--- config.mk ---
export PLATFORM = sky130hd
export DESIGN_NAME = irqc_top
export DESIGN_NICKNAME = d
export VERILOG_FILES = /design/src/rtl/irqc_pkg.sv /design/src/rtl/irqc_bank.sv /design/src/rtl/irqc_regif.sv /design/src/rtl/irqc_top.sv
export SDC_FILE = /design/constraint.sdc
export NUM_CORES = 1
export LEC_CHECK = 0
export ABC_AREA = 1
export BUFFER_PORTS_ARGS = -buffer_cell sky130_fd_sc_hd__buf_2
export CAP_MARGIN = 20
export CORE_AREA = 2 2 136 138
export DETAILED_ROUTE_END_ITERATION = 7
export DIE_AREA = 0 0 138 140
export GPL_TIMING_DRIVEN = 1
export PLACE_DENSITY_LB_ADDON = 0.08
export SLEW_MARGIN = 5
export SYNTH_ARGS = -nofsm -noshare
export SYNTH_HDL_FRONTEND = slang
export SYNTH_SLANG_ARGS = --single-unit
--- constraint.sdc ---
create_clock -name clk -period 1.3 [get_ports clk]
set_input_delay 0.195 -clock clk [delete_from_list [all_inputs] [get_ports clk]]
set_output_delay 0.195 -clock clk [all_outputs]
set_load 0.05 [all_outputs]
--- src/rtl/irqc_pkg.sv ---
package irqc_pkg;

    localparam int unsigned SRC_PER_BANK = 32;

    typedef enum logic [1:0] {
        REG_EVENT  = 2'd0,
        REG_ENABLE = 2'd1,
        REG_ACK    = 2'd2,
        REG_LEVEL  = 2'd3
    } reg_sel_e;

    typedef enum logic {
        ST_IDLE = 1'b0,
        ST_RESP = 1'b1
    } bus_state_e;

endpackage

--- src/rtl/irqc_bank.sv ---
module irqc_bank
    import irqc_pkg::*;
#(
    parameter int unsigned       WIDTH    = SRC_PER_BANK,
    parameter logic [WIDTH-1:0]  LVL_MASK = '0
) (
    input  logic             clk,
    input  logic             rst_n,
    input  logic [WIDTH-1:0] lines,
    input  logic             en_we,
    input  logic             ack_we,
    input  logic [WIDTH-1:0] wdata,
    output logic [WIDTH-1:0] ev_q,
    output logic [WIDTH-1:0] en_q,
    output logic             req
);

    logic [WIDTH-1:0] prev_q;
    logic [WIDTH-1:0] rise;
    logic [WIDTH-1:0] ack_bits;
    logic [WIDTH-1:0] ev_d;
    logic [WIDTH-1:0] en_d;

    always_comb begin
        rise     = lines & ~prev_q & en_q;
        ack_bits = ack_we ? wdata : '0;
        ev_d     = (ev_q & ~ack_bits) | rise;
        en_d     = en_we ? wdata : en_q;
    end

    always_ff @(posedge clk) begin
        if (!rst_n) begin
            prev_q <= '0;
            ev_q   <= '0;
            en_q   <= '0;
        end else begin
            prev_q <= lines;
            ev_q   <= ev_d;
            en_q   <= en_d;
        end
    end

    always_comb begin
        req = |((ev_q | (lines & LVL_MASK)) & en_q);
    end


    ev_set_chk: assert property (@(posedge clk) disable iff (!rst_n)
        ((ev_q & ~$past(ev_q)) & ~($past(en_q) & $past(lines) & ~$past(prev_q))) == '0);


    ack_clr_chk: assert property (@(posedge clk) disable iff (!rst_n)
        $past(ack_we) |->
            ((ev_q & $past(wdata) & ~($past(en_q) & $past(lines) & ~$past(prev_q))) == '0));


    en_wr_chk: assert property (@(posedge clk) disable iff (!rst_n)
        $past(en_we) |-> (en_q == $past(wdata)));


    en_hold_chk: assert property (@(posedge clk) disable iff (!rst_n)
        !$past(en_we) |-> $stable(en_q));

endmodule

--- src/rtl/irqc_regif.sv ---
module irqc_regif
    import irqc_pkg::*;
#(
    parameter int unsigned BANKS = 2,
    parameter int unsigned AW    = 4
) (
    input  logic                           clk,
    input  logic                           rst_n,
    input  logic                           bus_sel,
    input  logic                           bus_wr,
    input  logic [AW-1:0]                  bus_addr,
    input  logic [BANKS*SRC_PER_BANK-1:0]  ev_flat,
    input  logic [BANKS*SRC_PER_BANK-1:0]  en_flat,
    input  logic [BANKS*SRC_PER_BANK-1:0]  lines,
    output logic [BANKS-1:0]               en_we,
    output logic [BANKS-1:0]               ack_we,
    output logic [SRC_PER_BANK-1:0]        bus_rdata,
    output logic                           bus_rvalid
);

    localparam int unsigned SLOT_W = AW - 2;

    logic [SLOT_W-1:0] slot;
    reg_sel_e          rsel;
    logic [BANKS-1:0]  hit;
    logic              rd_req;
    logic              wr_req;
    logic [SRC_PER_BANK-1:0] rd_word;
    logic [SRC_PER_BANK-1:0] rdata_q;
    bus_state_e        state_q;
    bus_state_e        state_d;

    assign slot   = bus_addr[AW-1:2];
    assign rsel   = reg_sel_e'(bus_addr[1:0]);
    assign rd_req = bus_sel & ~bus_wr;
    assign wr_req = bus_sel & bus_wr;

    // lower-numbered bank sits at the higher slot
    for (genvar b = 0; b < BANKS; b++) begin : g_dec
        localparam logic [SLOT_W-1:0] SLOT_ID = SLOT_W'(BANKS - b);
        assign hit[b]    = (slot == SLOT_ID);
        assign en_we[b]  = wr_req & hit[b] & (rsel == REG_ENABLE);
        assign ack_we[b] = wr_req & hit[b] & (rsel == REG_ACK);
    end

    always_comb begin
        rd_word = '0;
        for (int b = 0; b < BANKS; b++) begin
            if (hit[b]) begin
                unique case (rsel)
                    REG_EVENT:  rd_word = ev_flat[b*SRC_PER_BANK +: SRC_PER_BANK];
                    REG_ENABLE: rd_word = en_flat[b*SRC_PER_BANK +: SRC_PER_BANK];
                    REG_ACK:    rd_word = '0;
                    REG_LEVEL:  rd_word = lines[b*SRC_PER_BANK +: SRC_PER_BANK];
                endcase
            end
        end
    end

    // next-state logic
    always_comb begin
        state_d = state_q;
        unique case (state_q)
            ST_IDLE: state_d = rd_req ? ST_RESP : ST_IDLE;
            ST_RESP: state_d = rd_req ? ST_RESP : ST_IDLE;
        endcase
    end

    // state register
    always_ff @(posedge clk) begin
        if (!rst_n) begin
            state_q <= ST_IDLE;
        end else begin
            state_q <= state_d;
        end
    end

    // output register
    always_ff @(posedge clk) begin
        if (!rst_n) begin
            rdata_q <= '0;
        end else if (rd_req) begin
            rdata_q <= rd_word;
        end
    end

    assign bus_rvalid = (state_q == ST_RESP);
    assign bus_rdata  = rdata_q;


    rvalid_due_chk: assert property (@(posedge clk) disable iff (!rst_n)
        rd_req |=> bus_rvalid);


    rvalid_idle_chk: assert property (@(posedge clk) disable iff (!rst_n)
        !rd_req |=> !bus_rvalid);


    unmapped_rd_chk: assert property (@(posedge clk) disable iff (!rst_n)
        (rd_req && (hit == '0)) |=> (bus_rdata == '0));


    wr_strobe_chk: assert property (@(posedge clk) disable iff (!rst_n)
        $onehot0({en_we, ack_we}));

endmodule

--- src/rtl/irqc_top.sv ---
module irqc_top
    import irqc_pkg::*;
#(
    parameter int unsigned                      BANKS    = 2,
    parameter logic [BANKS*SRC_PER_BANK-1:0]    LVL_MASK = {32'h1FF0_0000, 32'h3FF0_0000},
    parameter int unsigned                      AW       = $clog2((BANKS + 2) * 4)
) (
    input  logic                           clk,
    input  logic                           rst_n,
    input  logic                           bus_sel,
    input  logic                           bus_wr,
    input  logic [AW-1:0]                  bus_addr,
    input  logic [SRC_PER_BANK-1:0]        bus_wdata,
    output logic [SRC_PER_BANK-1:0]        bus_rdata,
    output logic                           bus_rvalid,
    input  logic [BANKS*SRC_PER_BANK-1:0]  irq_lines,
    output logic                           irq_req
);

    localparam int unsigned NSRC = BANKS * SRC_PER_BANK;

    logic [NSRC-1:0]  ev_flat;
    logic [NSRC-1:0]  en_flat;
    logic [BANKS-1:0] en_we;
    logic [BANKS-1:0] ack_we;
    logic [BANKS-1:0] bank_req;

    irqc_regif #(
        .BANKS (BANKS),
        .AW    (AW)
    ) u_regif (
        .clk        (clk),
        .rst_n      (rst_n),
        .bus_sel    (bus_sel),
        .bus_wr     (bus_wr),
        .bus_addr   (bus_addr),
        .ev_flat    (ev_flat),
        .en_flat    (en_flat),
        .lines      (irq_lines),
        .en_we      (en_we),
        .ack_we     (ack_we),
        .bus_rdata  (bus_rdata),
        .bus_rvalid (bus_rvalid)
    );

    for (genvar b = 0; b < BANKS; b++) begin : g_bank
        irqc_bank #(
            .WIDTH    (SRC_PER_BANK),
            .LVL_MASK (LVL_MASK[b*SRC_PER_BANK +: SRC_PER_BANK])
        ) u_bank (
            .clk    (clk),
            .rst_n  (rst_n),
            .lines  (irq_lines[b*SRC_PER_BANK +: SRC_PER_BANK]),
            .en_we  (en_we[b]),
            .ack_we (ack_we[b]),
            .wdata  (bus_wdata),
            .ev_q   (ev_flat[b*SRC_PER_BANK +: SRC_PER_BANK]),
            .en_q   (en_flat[b*SRC_PER_BANK +: SRC_PER_BANK]),
            .req    (bank_req[b])
        );
    end

    assign irq_req = |bank_req;


    no_enable_no_req_chk: assert property (@(posedge clk) disable iff (!rst_n)
        (en_flat == '0) |-> !irq_req);


    reset_clear_chk: assert property (@(posedge clk)
        $past(!rst_n) |-> ((ev_flat == '0) && (en_flat == '0)));

endmodule

==> flow_summary.ini, run 1 <==
[global_routing]
grt_pass1_vias = 11370
track_usage = 0.3482
gr-total-overflow = 0
grt_pass1_wl_um = 55630
antenna_found_initial = 0
grt_max_degree = 65

[power_and_ir_drop]
power_density_nw_per_um2 = 1098
power_leakage_nw = 6.662
finalPower_mw = 15.82
peakVddDrop_uv = 1038

[final_layout]
fillers = 1233
layout-drive-gt1-share = 0.2167
finalNetCount = 1979
instances_no_fill = 2122
syn2layout_area_growth_pct = 41.48

[drt]
wirelength_um = 34400
wire_per_inst_um = 16.21
drt_first_pass_iters = 5
antenna_left = 0
avgViaCountPerCell = 5.422
drt_iter0_markers = 965
drc = 0
num_vias = 11510

[yosys]
synth.area.mux_share = 0
synthAdderAreaFrac = 0
ys_top_cells_by_count = nand2_1 (565), nand3_1 (226), dfxtp_1 (225)
synth_top_area_cell = dfxtp_1
synth_nets = 1623
ys_ff_latch = 225
yosysTopAreaCellShare = 0.4422
synth_top_family_by_area = simple AND/OR/NAND/NOR gates
ys.flop_type = dfxtp_1
synth_cells = 1519
synth-edff-count = 0
synth_area_per_cell_um2 = 6.707
yosysMostFrequentCell = nand2_1
synth_cell_types = 17
ys_seq_area_frac = 0.4422
netlist_top_cells_area = dfxtp_1 (44%), nand2_1 (21%), nand3_1 (11%)
synthesis.area_um2 = 10190
postSynth.asyncResetShare = 0
ys_warn_count = 0
yosys.area_share.xor_xnor = 0
synth-simple-area-share = 0.4020
synth-compound-area-share = 0.07124

[timing]
setup_violations = 1
worst_slack_ns = -0.6566
fin_setup_tns_ns = -0.6566
fin_crit_sh = 1.505
drv_slew = 0
grt_setup_unrepaired = true
fmax_mhz = 511.1
hold_viol_final = 0
finalCriticalPeriod_ns = 1.957
worst_pin_slew_ns = 0.3720
clock_skew_ns = 0.006836
timing.hold.ws_ns = 0.008622
slew-limit-headroom = 0.7520

[place]
gp_congestion = 0.8701
portBuffers = 137
dp_cells = 1988
dp_slack_ns = -0.2748
hpwl_um = 21240

[floorplan]
initial_core_util = 0.5730
io_pins = 138
row_count = 49
core_um2 = 17780
die_area_um2 = 19320
die_y_um = 140
fp.dieW_um = 138

[worst_setup_path]
crit_fanout = 2
required_ns = 1.11
crit_path_end_kind = output port
worstPathArrival_ns = 1.76
cp-start-kind = flip-flop
path_class = reg -> out

[cts]
cts-root-to-sink-buffers = 3
cts.root.buffer_cell = clkbuf_16
clk_latency_ns = 0.51
htree_levels = 1
cts_made_buffers = 24
cts_sinks = 225
clkTransAtPathRegs_ns = 0.06
cts_tree = yes

[hold_path]
hp-class = in -> reg

[status]
violations = negative setup slack
outcome = finished, violations left

[run]
max_cap_viol_count = 0
-- routing by layer --
metal	GRT usage	part of all wire	vias up
met4	0.1713	0.043	0
met3	0.05368	0.083	118
li1	-	-	5566
met2	0.6073	0.48	543
met5	0	0	-
met1	0.4210	0.39	5278
-- worst max-delay path: stages, from the launching register on --
cell and delay, ns:
dfxtp_2 0.32, nand2_1 0.08, nand2_2 0.08, nor2_4 0.19, nand3_2 0.08, nor2_1 0.11, buf_4 0.12, nand3_4 0.09
buf_8 0.17
-- stage by stage --
step	util	cell area [um2]
6_report	0.8106	14410
4_1_cts	0.8061	14330
3_3_place_gp	0.7068	12570
3_5_place_dp	0.7068	12570
2_1_floorplan	-	10190
5_1_grt	0.8105	14410
-- cells in the final DEF (no fill, tap or decap), types with 2 or more instances in the layout --
| cell | count |
|---|---|
| buf_4 | 188 |
| nand4_1 | 6 |
| or2_2 | 3 |
| nor2_2 | 3 |
| clkbuf_4 | 4 |
| clkbuf_1 | 8 |
| nand3b_1 | 61 |
| nand2_1 | 554 |
| buf_6 | 3 |
| nor3_2 | 2 |
| o21ai_1 | 6 |
| inv_1 | 112 |
| nor2_1 | 71 |
| o21ai_2 | 2 |
| buf_2 | 104 |
| inv_2 | 3 |
| buf_12 | 29 |
| clkinv_2 | 7 |
| dfxtp_2 | 11 |
| clkbuf_16 | 25 |
| nor2_4 | 7 |
| nand2_2 | 11 |
| o21ai_0 | 8 |
| clkbuf_8 | 2 |
| nand3_1 | 224 |
| dlygate4sd3_1 | 89 |
| dfxtp_1 | 214 |
| a21oi_1 | 128 |
-- sequential cells by signal, indices dropped and copies added, names as in the netlist --
signal and cells:
u_regif.bus_rdata 32, g_bank.u_bank.prev_q 64, u_regif.bus_rvalid 1, g_bank.u_bank.en_q 64
g_bank.u_bank.ev_q 64
-- power by group --
part           switching, mW  total [mW]  internal, mW  leakage, nW
registers             0.0643        7.15          7.08         1.84
clock network           2.78        6.62          3.83        0.373
logic                   1.22        2.06         0.840         4.45
-- final timing paths --
path	start	to	slack, ns	cells past startpoint
worst max-delay path	g_bank[0].u_bank.ev_q[18]	irq_req	-0.66	8
worst min-delay path	bus_wdata[4]	g_bank[0].u_bank.en_q[4]	0.009	3
worst min register to register	g_bank[1].u_bank.ev_q[27]	g_bank[1].u_bank.ev_q[27]	0.48	2
worst max register to register	g_bank[0].u_bank.en_q[24]	u_regif.bus_rdata[24]	0.27	7
-- cells by family (layout without fill, tap and decap cells) --
kind of cell | count (synthesis) | in the layout
other cells | 0 | 1
buf+inv | 204 | 577
simple gates | 945 | 945
flops | 225 | 225
compound gates | 145 | 145
-- repair_timing --
| item | in CTS | in global routing |
|---|---|---|
| hold endpoints to repair | 147 | 0 |
| endpoints found under the setup margin | 25 | 12 |
| buffers inserted | 1 | 1 |
| gates cloned | 0 | 0 |
| pin swaps | 13 | 15 |
| gates resized for setup | 52 | 36 |
| hold buffers | 89 | 0 |
-- final cells by class --
type,instances,area (um2),area share
Antenna cell,1,2.502,0.0001736
Multi-Input combinational cell,1090,4937,0.3426
Clock inverter,8,65.06,0.004514
Clock buffer,35,683.2,0.04740
Sequential cell,225,4518,0.3135
Tap cell,229,286.5,0.01988
Timing Repair Buffer,418,3482,0.2416
Inverter,116,437.9,0.03038
Power figures use the tool's default switching activity.
==> run 2, diff against run 1 <==
- RECOVER_POWER: default -> 50
==> run 2 against run 1 <==
Net effect: the flow still finishes with violations (negative setup slack); fmax is 0.16% higher; setup slack gained 0.0031 ns; critical path depth decreased by 1; clock power hardly changed; critical endpoint unchanged; highest routed layer unchanged.
==> flow_summary.ini, run 2 (synthesis gave the netlist of run 1 again) <==
[cts]
cts_tree = yes
clkTransAtPathRegs_ns = 0.06
htree_levels = 1
cts.root.buffer_cell = clkbuf_16
cts-root-to-sink-buffers = 3
cts_made_buffers = 24
clk_latency_ns = 0.51
cts_sinks = 225

[floorplan]
die_area_um2 = 19320
initial_core_util = 0.5730
io_pins = 138
row_count = 49
core_um2 = 17780
die_y_um = 140
fp.dieW_um = 138

[worst_setup_path]
max_stage_delay_ns = 0.33
path_class = reg -> out
crit_fanout = 2
crit_buf_inv = 1
worstPathArrival_ns = 1.76
critical_path.top_delay_family = simple AND/OR/NAND/NOR gates
required_ns = 1.11
cp-start-kind = flip-flop
path_cells = nand2_2 -> nand4_1 -> nor2_1 -> nand2_1 -> nor2_4 -> nand3_4 -> buf_8
crit_path_end_kind = output port
slowest_stage = dfxtp_2

[final_layout]
layout_commonest_cell = nand2_1
final_util = 0.8049
top_regs = g_bank.u_bank.en_q (64), g_bank.u_bank.ev_q (64), g_bank.u_bank.prev_q (64)
layout-drive-gt1-share = 0.2135
fillers = 1253
syn2layout_area_growth_pct = 40.47
finalNetCount = 1979
final_cell_mix = nand2_1 (554), nand3_1 (224), dfxtp_1 (214), buf_4 (185), a21oi_1 (128)
antenna_cells = 0

[timing]
hold_viol_final = 0
fmax_mhz = 511.9
fin_crit_sh = 1.503
grt_setup_unrepaired = true
finalCriticalPeriod_ns = 1.954
setup_violations = 1
worst_pin_slew_ns = 0.9304
slew-limit-headroom = 0.3798
clock_skew_ns = 0.007442
worst_slack_ns = -0.6535
fin_setup_tns_ns = -0.6535
drv_slew = 0

[status]
outcome = finished, violations left
violations = negative setup slack

[global_routing]
grtUsageMet1 = 0.4210
grt_pass1_vias = 11370
grt_util_met3 = 0.05368
grt.busiest_layer = met2
gr-total-overflow = 0
track_usage = 0.3482
met2_usage = 0.6073
antenna_found_initial = 0
grt_pass1_wl_um = 55630
grt_max_degree = 65

[place]
portBuffers = 137
dp_slack_ns = -0.2748
hpwl_um = 21240
gp_congestion = 0.8701

[drt]
antenna_left = 0
drt_iter0_markers = 907
wire_per_inst_um = 16.20
avgViaCountPerCell = 5.416
drt_first_pass_iters = 5
num_vias = 11490
drc = 0
wirelength_um = 34360

[power_and_ir_drop]
power_density_nw_per_um2 = 1103
power_leakage_nw = 6.624
peakVddDrop_uv = 1034

[run]
max_cap_viol_count = 0

[hold_path]
hp-class = in -> reg
==> run 2: changes by cell type in the layout (fill, tap and decap cells not counted), moves of 2 or more <==
cell	change
nor3_1	+2
clkbuf_1	+4
nor3_2	-2
clkbuf_4	+5
buf_12	-6
buf_4	-3
==> run 2: worst paths after layout <==
path | startpoint | end | slack [ns] | cells after the start
worst max-delay path | g_bank[0].u_bank.en_q[5] | irq_req | -0.65 | 7
worst min-delay path | bus_wdata[4] | g_bank[0].u_bank.en_q[4] | 0.01 | 3
worst max register to register | g_bank[0].u_bank.en_q[24] | u_regif.bus_rdata[24] | 0.25 | 7
worst min register to register | g_bank[1].u_bank.prev_q[16] | g_bank[1].u_bank.ev_q[16] | 0.48 | 2
==> run 2: what timing repair did <==
action / in CTS / in global routing
pin swaps: 13 / 15
endpoints found under the setup margin: 25 / 12
setup buffers: 1 / 1
hold buffers: 89 / 0
gates resized for setup: 52 / 36
hold endpoints to repair: 147 / 0
==> run 2: final cells by class <==
| cell class | instances | area, um2 | area share |
|---|---|---|---|
| Tap cell | 229 | 286.5 | 0.02002 |
| Sequential cell | 225 | 4518 | 0.3157 |
| Clock inverter | 8 | 65.06 | 0.004547 |
| Inverter | 116 | 437.9 | 0.03060 |
| Clock buffer | 35 | 683.2 | 0.04774 |
| Timing Repair Buffer | 418 | 3392 | 0.2370 |
| Multi-Input combinational cell | 1090 | 4927 | 0.3443 |
==> run 2: metal layers <==
metal / routed length, um / part of all wire
met1: 13250 / 0.39
met2: 16590 / 0.48
met3: 3021 / 0.088
met4: 1500 / 0.044
met5: 0 / 0
==> run 2: where the power goes <==
part | switching, mW | internal, mW | leakage [nW]
logic | 1.21 | 0.821 | 4.41
clock network | 2.76 | 3.83 | 0.373
registers | 0.0642 | 7.08 | 1.84
==> run 2: tightest hold or removal path, delay by kind of cell <==
kind,cells,cell delay [ns]
buffers and inverters,1,0.13
AO/OA/AOI/OAI,1,0.06
AND/OR/NAND/NOR,1,0.08
==> run 2: per-stage QoR <==
stage | power, mW | cell area, um2 | hold slack, ns | std cells
after floorplan | 8.186 | 10190 | 0.2743 | 1519
after global placement | 9.010 | 12570 | 0.4047 | 1988
after detailed placement | 9.033 | 12570 | 0.4112 | 1988
after CTS | 15.78 | 14330 | 0.0007575 | 2120
after global routing | 16.28 | 14310 | 0.02403 | 2121
final | 15.78 | 14310 | 0.01493 | 2121
